--- src/rtl/hrmatch_pkg.sv ---
package hrmatch_pkg;

   // Selects how the half-range "counter at or past target" test is built.
   // CMP_SUB : full-width subtraction, then compare against the half range.
   // CMP_SPLIT : compare the low bits alone; the top bit of the difference is
   //             then the XOR of both top bits and the low-part borrow.
   typedef enum logic [0:0] {
      CMP_SUB   = 1'b0,
      CMP_SPLIT = 1'b1
   } cmp_style_e;

endpackage

--- src/rtl/hrmatch_wrap_ge.sv ---
module hrmatch_wrap_ge
   import hrmatch_pkg::*;
#(
   parameter int         CNT_W = 16,
   parameter cmp_style_e STYLE = CMP_SUB
) (
   input  logic [CNT_W-1:0] cnt_i,
   input  logic [CNT_W-1:0] target_i,
   output logic             hit_o
);

   localparam logic [CNT_W-1:0] HALF = {1'b1, {(CNT_W-1){1'b0}}};

   generate
      if (STYLE == CMP_SUB) begin : g_sub
         logic [CNT_W-1:0] diff;
         assign diff  = cnt_i - target_i;
         assign hit_o = (diff < HALF);
      end else begin : g_split
         logic borrow_lo;
         assign borrow_lo = (cnt_i[CNT_W-2:0] < target_i[CNT_W-2:0]);
         assign hit_o     = ~(cnt_i[CNT_W-1] ^ target_i[CNT_W-1] ^ borrow_lo);
      end
   endgenerate

endmodule

--- src/rtl/hrmatch_arm_ctl.sv ---
module hrmatch_arm_ctl #(
   parameter int CNT_W = 16
) (
   input  logic             clk,
   input  logic             rst_n,
   input  logic             wr_i,
   input  logic [CNT_W-1:0] wr_time_i,
   input  logic             wr_level_i,
   input  logic             cancel_i,
   input  logic             fire_i,
   output logic             armed_o,
   output logic [CNT_W-1:0] target_o,
   output logic             level_o
);

   logic             armed_q;
   logic [CNT_W-1:0] target_q;
   logic             level_q;
   logic             armed_d;

   // Write has top priority, then cancel and firing both disarm.
   always_comb begin
      armed_d = armed_q;
      if (wr_i)
         armed_d = 1'b1;
      else if (cancel_i || fire_i)
         armed_d = 1'b0;
   end

   always_ff @(posedge clk or negedge rst_n) begin
      if (!rst_n) begin
         armed_q  <= 1'b0;
         target_q <= '0;
         level_q  <= 1'b0;
      end else begin
         armed_q <= armed_d;
         if (wr_i) begin
            target_q <= wr_time_i;
            level_q  <= wr_level_i;
         end
      end
   end

   assign armed_o  = armed_q;
   assign target_o = target_q;
   assign level_o  = level_q;


   wr_load_chk: assert property (@(posedge clk) disable iff (!rst_n)
      wr_i |=> (armed_q && target_q == $past(wr_time_i) && level_q == $past(wr_level_i)));


   cancel_disarm_chk: assert property (@(posedge clk) disable iff (!rst_n)
      (cancel_i && !wr_i) |=> !armed_q);


   fire_disarm_chk: assert property (@(posedge clk) disable iff (!rst_n)
      (fire_i && !wr_i) |=> !armed_q);

endmodule

--- src/rtl/hrmatch_event_cap.sv ---
module hrmatch_event_cap #(
   parameter int   CNT_W    = 16,
   parameter logic PIN_INIT = 1'b0
) (
   input  logic             clk,
   input  logic             rst_n,
   input  logic             fire_i,
   input  logic             level_i,
   input  logic [CNT_W-1:0] cnt_i,
   output logic             match_o,
   output logic             pin_o,
   output logic [CNT_W-1:0] event_time_o
);

   logic             match_q;
   logic             pin_q;
   logic [CNT_W-1:0] evt_q;

   always_ff @(posedge clk or negedge rst_n) begin
      if (!rst_n) begin
         match_q <= 1'b0;
         pin_q   <= PIN_INIT;
         evt_q   <= '0;
      end else begin
         match_q <= fire_i;
         if (fire_i) begin
            pin_q <= level_i;
            evt_q <= cnt_i;
         end
      end
   end

   assign match_o      = match_q;
   assign pin_o        = pin_q;
   assign event_time_o = evt_q;


   pin_hold_chk: assert property (@(posedge clk) disable iff (!rst_n)
      !match_q |-> $stable(pin_q));


   evt_hold_chk: assert property (@(posedge clk) disable iff (!rst_n)
      !match_q |-> $stable(evt_q));


   evt_capture_chk: assert property (@(posedge clk) disable iff (!rst_n)
      fire_i |=> (evt_q == $past(cnt_i)));

endmodule

--- src/rtl/hrmatch_top.sv ---
module hrmatch_top
   import hrmatch_pkg::*;
#(
   parameter int         CNT_W     = 16,
   parameter logic       PIN_INIT  = 1'b0,
   parameter cmp_style_e CMP_STYLE = CMP_SUB
) (
   input  logic             clk,
   input  logic             rst_n,
   input  logic [CNT_W-1:0] cnt_i,
   input  logic             wr_i,
   input  logic [CNT_W-1:0] wr_time_i,
   input  logic             wr_level_i,
   input  logic             cancel_i,
   output logic             match_o,
   output logic             pin_o,
   output logic [CNT_W-1:0] event_time_o,
   output logic [CNT_W-1:0] match_time_o
);

   localparam int MIN_W = 4;
   localparam int MAX_W = 64;

   generate
      if (CNT_W < MIN_W || CNT_W > MAX_W) begin : g_bad_width
         $error("hrmatch_top: CNT_W out of supported range");
      end
   endgenerate

   logic             armed;
   logic [CNT_W-1:0] target;
   logic             level;
   logic             hit;
   logic             fire;

   hrmatch_arm_ctl #(.CNT_W(CNT_W)) u_arm (
      .clk       (clk),
      .rst_n     (rst_n),
      .wr_i      (wr_i),
      .wr_time_i (wr_time_i),
      .wr_level_i(wr_level_i),
      .cancel_i  (cancel_i),
      .fire_i    (fire),
      .armed_o   (armed),
      .target_o  (target),
      .level_o   (level)
   );

   hrmatch_wrap_ge #(.CNT_W(CNT_W), .STYLE(CMP_STYLE)) u_cmp (
      .cnt_i   (cnt_i),
      .target_i(target),
      .hit_o   (hit)
   );

   // A write replaces the pending target, and a cancel suppresses it.
   assign fire = armed & hit & ~wr_i & ~cancel_i;

   hrmatch_event_cap #(.CNT_W(CNT_W), .PIN_INIT(PIN_INIT)) u_evt (
      .clk         (clk),
      .rst_n       (rst_n),
      .fire_i      (fire),
      .level_i     (level),
      .cnt_i       (cnt_i),
      .match_o     (match_o),
      .pin_o       (pin_o),
      .event_time_o(event_time_o)
   );

   assign match_time_o = target;


   single_pulse_chk: assert property (@(posedge clk) disable iff (!rst_n)
      match_o |=> !match_o);


   wr_blocks_chk: assert property (@(posedge clk) disable iff (!rst_n)
      wr_i |=> !match_o);


   cancel_blocks_chk: assert property (@(posedge clk) disable iff (!rst_n)
      cancel_i |=> (!match_o && $stable(pin_o)));


   match_cause_chk: assert property (@(posedge clk) disable iff (!rst_n)
      $rose(match_o) |-> $past(armed && hit));

endmodule

--- config.mk ---
export PLATFORM = sky130hd
export DESIGN_NAME = hrmatch_top
export DESIGN_NICKNAME = d
export VERILOG_FILES = /design/src/rtl/hrmatch_pkg.sv /design/src/rtl/hrmatch_wrap_ge.sv /design/src/rtl/hrmatch_arm_ctl.sv /design/src/rtl/hrmatch_event_cap.sv /design/src/rtl/hrmatch_top.sv
export SDC_FILE = /design/constraint.sdc
export NUM_CORES = 1
export LEC_CHECK = 0
export ABC_AREA = 1
export BUFFER_PORTS_ARGS = -buffer_cell sky130_fd_sc_hd__buf_2
export CAP_MARGIN = 10
export CORE_UTILIZATION = 30
export CTS_BUF_LIST = sky130_fd_sc_hd__clkbuf_16
export DETAILED_ROUTE_END_ITERATION = 6
export SETUP_SLACK_MARGIN = 0.3
export SLEW_MARGIN = 20
export SYNTH_ARGS = -nofsm -noshare
export SYNTH_HDL_FRONTEND = slang
export SYNTH_SLANG_ARGS = --single-unit
--- constraint.sdc ---
create_clock -name clk -period 2.5 [get_ports clk]
set_input_delay 0.125 -clock clk [delete_from_list [all_inputs] [get_ports clk]]
set_output_delay 0.125 -clock clk [all_outputs]
set_load 0.01 [all_outputs]
## Word-level counts from Yosys, hierarchy flattened

Cells that the tools add are included.

| storage, ports and cells | value |
|---|---|
| flip-flop bits (word level) | 36 |
| word-level logic and storage cells | 17 |
| input bits | 37 |

| cells by class | value |
|---|---|
| muxes and demuxes | 2 |
| order comparisons | 1 |
| bitwise operators | 5 |
| reduce and logical (&&, ||, !) cells | 2 |
| $add $sub $neg | 1 |

Operators by type and width:

| kind | count |
|---|---|
| $lt A16 B16 Y1 const B | 1 |
| $sub A16 B16 Y16 | 1 |
| $and A1 B1 Y1 | 3 |
| $mux W1 | 2 |
| $not A1 Y1 | 2 |
| $reduce_bool A2 Y1 | 1 |
| $logic_or A1 B1 Y1 | 1 |

## Longest topological paths before layout

| logic depth | value |
|---|---|
| word-level depth | 8 |
| mapped depth | 15 |
| mapped depth without buffers | 14 |

## By module

From an unflattened synthesis, not the netlist that was laid out.

| unflattened totals | value |
|---|---|
| cells, all modules | 231 |
| area, all modules | 1886.8 um^2 |

By module, submodules not included:

| module | area each (um^2) | cells an instance | instances |
|---|---|---|---|
| hrmatch_arm_ctl | 711.9 | 76 | 1 |
| hrmatch_event_cap | 705.7 | 73 | 1 |
| hrmatch_wrap_ge | 447.9 | 77 | 1 |
| hrmatch_top | 21.3 | 5 | 1 |

## Worst setup path before layout

Ideal clock, no wire load.

| timing path | value |
|---|---|
| path kind | flip-flop to flip-flop |
| start point | register u_arm.target_q[14], in the netlist u_arm.target_o[14] |
| end point | register u_evt.evt_q[0], in the netlist u_evt.event_time_o[0] |
| arrival time | 1.661 ns |
| required time | 2.383 ns |
| path slack | 0.721 ns |
| stages on the path, launching flop included | 14 |
| cells stage by stage | dfrtp_1 -> inv_1 -> ha_1 -> nand2_2 -> inv_1 -> nand2_1 -> nand3_1 -> nor2_2 -> nand2_2 -> nand2_4 -> nand3_4 -> buf_6 -> nand2_1 -> nand2_1 |

| on the way | value |
|---|---|
| word-level cells in the longest chain between the ends | 5 |

RTL lines:

| element | line | source |
|---|---|---|
| start, declared | hrmatch_arm_ctl.sv:17 | `logic [CNT_W-1:0] target_q;` |
| start signal, assigned | hrmatch_arm_ctl.sv:38 | `target_q <= wr_time_i;` |
| $sub A16 B16 Y16 | hrmatch_wrap_ge.sv:17 | `assign diff = cnt_i - target_i;` |
| $lt A16 B16 Y1 | hrmatch_wrap_ge.sv:18 | `assign hit_o = (diff < HALF);` |
| $and A1 B1 Y1 (3 in series) | hrmatch_top.sv:56 | `assign fire = armed & hit & ~wr_i & ~cancel_i;` |
| end signal, assigned | hrmatch_event_cap.sv:28 | `evt_q <= cnt_i;` |
| end, declared | hrmatch_event_cap.sv:17 | `logic [CNT_W-1:0] evt_q;` |

No other way between the ends.
A chain may end at the register's enable or synchronous reset.

## Worst setup path in the final report

| timing path | value |
|---|---|
| start point | register u_arm.target_q[14], in the netlist u_arm.target_o[14] |
| end point | register u_evt.evt_q[8], in the netlist u_evt.event_time_o[8] |

The elaborated chain is that of the path after synthesis.

==> results.toml <==
[finish]
nNetsFinal = 339
n_antenna_cell = 0
drive_gt1_share_pct = 31.49
final_cell_mix = "81 x nand2_1, 70 x buf_2, 36 x dfrtp_1"
final-seq-area_um2 = 900.9
nFillCells = 647
layout_commonest_cell = "nand2_1"
final_util_pct = 41.08
multi_input_area_um2 = 800.8
area_growth_pct = 31.98

[placement]
dp.final_hpwl_um = 3387
routabilityCongestion = 0.7400
port-buffer-count = 70

[yosys]
avgSynthCellArea_um2 = 8.493
yosys_warnings = 0
yosysSeqAreaShare_pct = 48.88
synth.distinct_cells = 17
synth_seq_cells = 36
netlist_instances = 217
netlist_area_mm2 = 0.001843
syn-num-nets = 268

[clocking]
cts_tree = "done"
ctsResizeCount = 0
htree_levels = 2
cts_buffer_depth = 2
cts_root_buf = "clkbuf_16"
clk_pin_slew_ns = 0.06
cts_sinks = 36
clk-insertion-delay-late_ns = 0.27
numCtsBuffers = 5

[detailed_routing]
ant_nets = 0
avgRoutedWirePerCell_um = 11.59
firstDrtPassIters = 4
drc = 0
dr_total_vias = 1577
routed_wl_um = 4220
drtIter0Drc = 83
viasPerCell = 4.332

[grt]
grt-ovfl-total = 0
grt_pass1_vias = 1475
grt_usage_pct = 14.55
grt_pass1_wl_um = 7072
antenna_found_initial = 0
grt_max_degree = 37

[power_and_ir_drop]
p_int_mw = 1.371
power.density_mw_per_mm2 = 807.3
max-vdd-ir-drop_v = 0.0003263
p_comb_share_pct = 25.0
p_leak_nw = 1.395
sequentialPowerShare_pct = 39.4
power.switching_mw = 0.5923
sw_frac_of_total_pct = 30.16
clkPwrFrac_pct = 35.6

[worst_setup_path]
setup.worst_path.end_class = "flop"
critPathLaunch = "u_arm.target_o[14]"
reg2reg_from = "u_arm.target_o[14]"
cp_data_arrival_time_ns = 2.06
worst_ep_required_time_ns = 2.66
crit_fanout = 19
worstSetupPathType = "flop to flop"
worst-r2r-setup-slack_ns = 0.60
cp-start-kind = "flop"

[min_path]
min_from = "wr_time_i[0]"
hp-class = "input port to flop"

[floorplan]
core_area_mm2 = 0.005921
dieWidth_um = 80.38
start_util_pct = 31.13
io-pin-count = 71
row_count = 28
die_area_mm2 = 0.006461
die_h_um = 80.38

[timing]
tightest_slew_ns = 0.8013
final.min_clock_period_ns = 1.895
setup-tns-final_ns = 0
setup_viol = 0
drv_slew = 0
max_freq_ghz = 0.5276
hold_viol = 0
skew_ns = 0.003151
rsz0062_at_grt = "false"
finalCritPeriodShare_pct = 75.81
slew_headroom_pct = 46.58

[flow_run]
drv_cap = 0

[status]
status = "completed"
-- final timing paths --
check,endpoint,cells past startpoint
worst max register to register,u_evt.event_time_o[8],12
worst min-delay path,u_arm.target_o[0],3
max in group asynchronous,u_arm.target_o[4],2
worst min register to register,u_arm.level_o,2
min in group asynchronous,u_evt.event_time_o[9],2
worst max-delay path,u_evt.event_time_o[8],12
-- critical path, cell delays in order, from the launching register on --
cell and delay, ns:
dfrtp_1 0.35, inv_1 0.06, ha_1 0.30, nand2_2 0.09, inv_1 0.04, nand2_1 0.05
nand3_1 0.09, nor2_2 0.17, nand2_2 0.09, nand2_4 0.17, nand3_4 0.21, nand2_1 0.11
nand2_1 0.06
-- stage by stage --
stage / power, mW / cells / hold WS (ns) / area (um2) / setup slack [ns]
CTS: 1.993 / 364 / 0.04177 / 2432 / 0.5796
floorplan: 1.063 / 217 / -0.1706 / 1843 / 0.7213
detailed placement: 1.285 / 355 / 0.2601 / 2255 / 0.5908
global placement: 1.272 / 355 / 0.2581 / 2255 / 0.6279
finish: 1.964 / 364 / 0.04841 / 2432 / 0.6047
global route: 2.100 / 364 / 0.05313 / 2432 / 0.3485
-- state kept, by name, summed over array words and instances, names as in the netlist --
name,cells
u_arm.armed_o,1
u_arm.target_o,16
u_arm.level_o,1
u_evt.event_time_o,16
u_evt.match_o,1
u_evt.pin_o,1
-- area by class of cell --
type | instances | area share, %
repair buffers | 72 | 15.12
multi-input cells | 146 | 32.92
flip-flops and latches | 36 | 37.04
clock buffers | 5 | 5.144
inverters | 27 | 4.167
well taps | 75 | 3.858
clock inverters | 3 | 1.749
-- routing by layer --
| metal | GRT usage, % | vias up | share of wire (%) |
|---|---|---|---|
| li1 | - | 838 | - |
| met1 | 18.81 | 693 | 47 |
| met2 | 22.80 | 37 | 46 |
| met3 | 4.205 | 9 | 5.0 |
| met4 | 5.536 | 0 | 2.2 |
| met5 | 0 | - | 0 |
-- kinds of logic after synthesis --
| kind of cell | Yosys count | synth area share [%] |
|---|---|---|
| adder cells (fa/ha/maj) | 14 | 9.505 |
| XOR/XNOR | 1 | 0.4753 |
| AND/OR/NAND/NOR | 113 | 28.58 |
| buffers and inverters | 35 | 7.672 |
| flip-flops | 36 | 48.88 |
| AO/OA/AOI/OAI | 18 | 4.888 |
-- cells in the mapped netlist --
library cell,number,share of area (%)
nor2_1,1,0.20
a21oi_1,4,1.1
xor2_1,1,0.48
buf_6,1,0.61
clkbuf_1,5,1.0
nor2_2,5,1.7
nand3_1,2,0.54
nand2_1,81,16
nand2_4,1,0.61
dfrtp_1,36,49
nand3_4,2,1.9
buf_2,2,0.54
o21ai_0,14,3.8
inv_1,27,5.5
nand2_2,4,1.4
ha_1,14,9.5
nand4_1,17,5.8
-- repair_timing --
action | in CTS | in global routing
endpoints found under the hold margin | 36 | 0
hold buffers | 1 | 0
buffers inserted | 0 | 0
-- power groups by stage --
| stage | clock network [mW] | registers, mW | logic [mW] |
|---|---|---|---|
| after CTS | 0.716 | 0.777 | 0.500 |
| after global routing | 0.749 | 0.791 | 0.560 |
| after floorplan | 0 | 0.839 | 0.223 |
| after detailed placement | 0 | 0.786 | 0.498 |
| final | 0.700 | 0.774 | 0.490 |
| after global placement | 0 | 0.788 | 0.484 |
(Power assumes the default switching activity.)
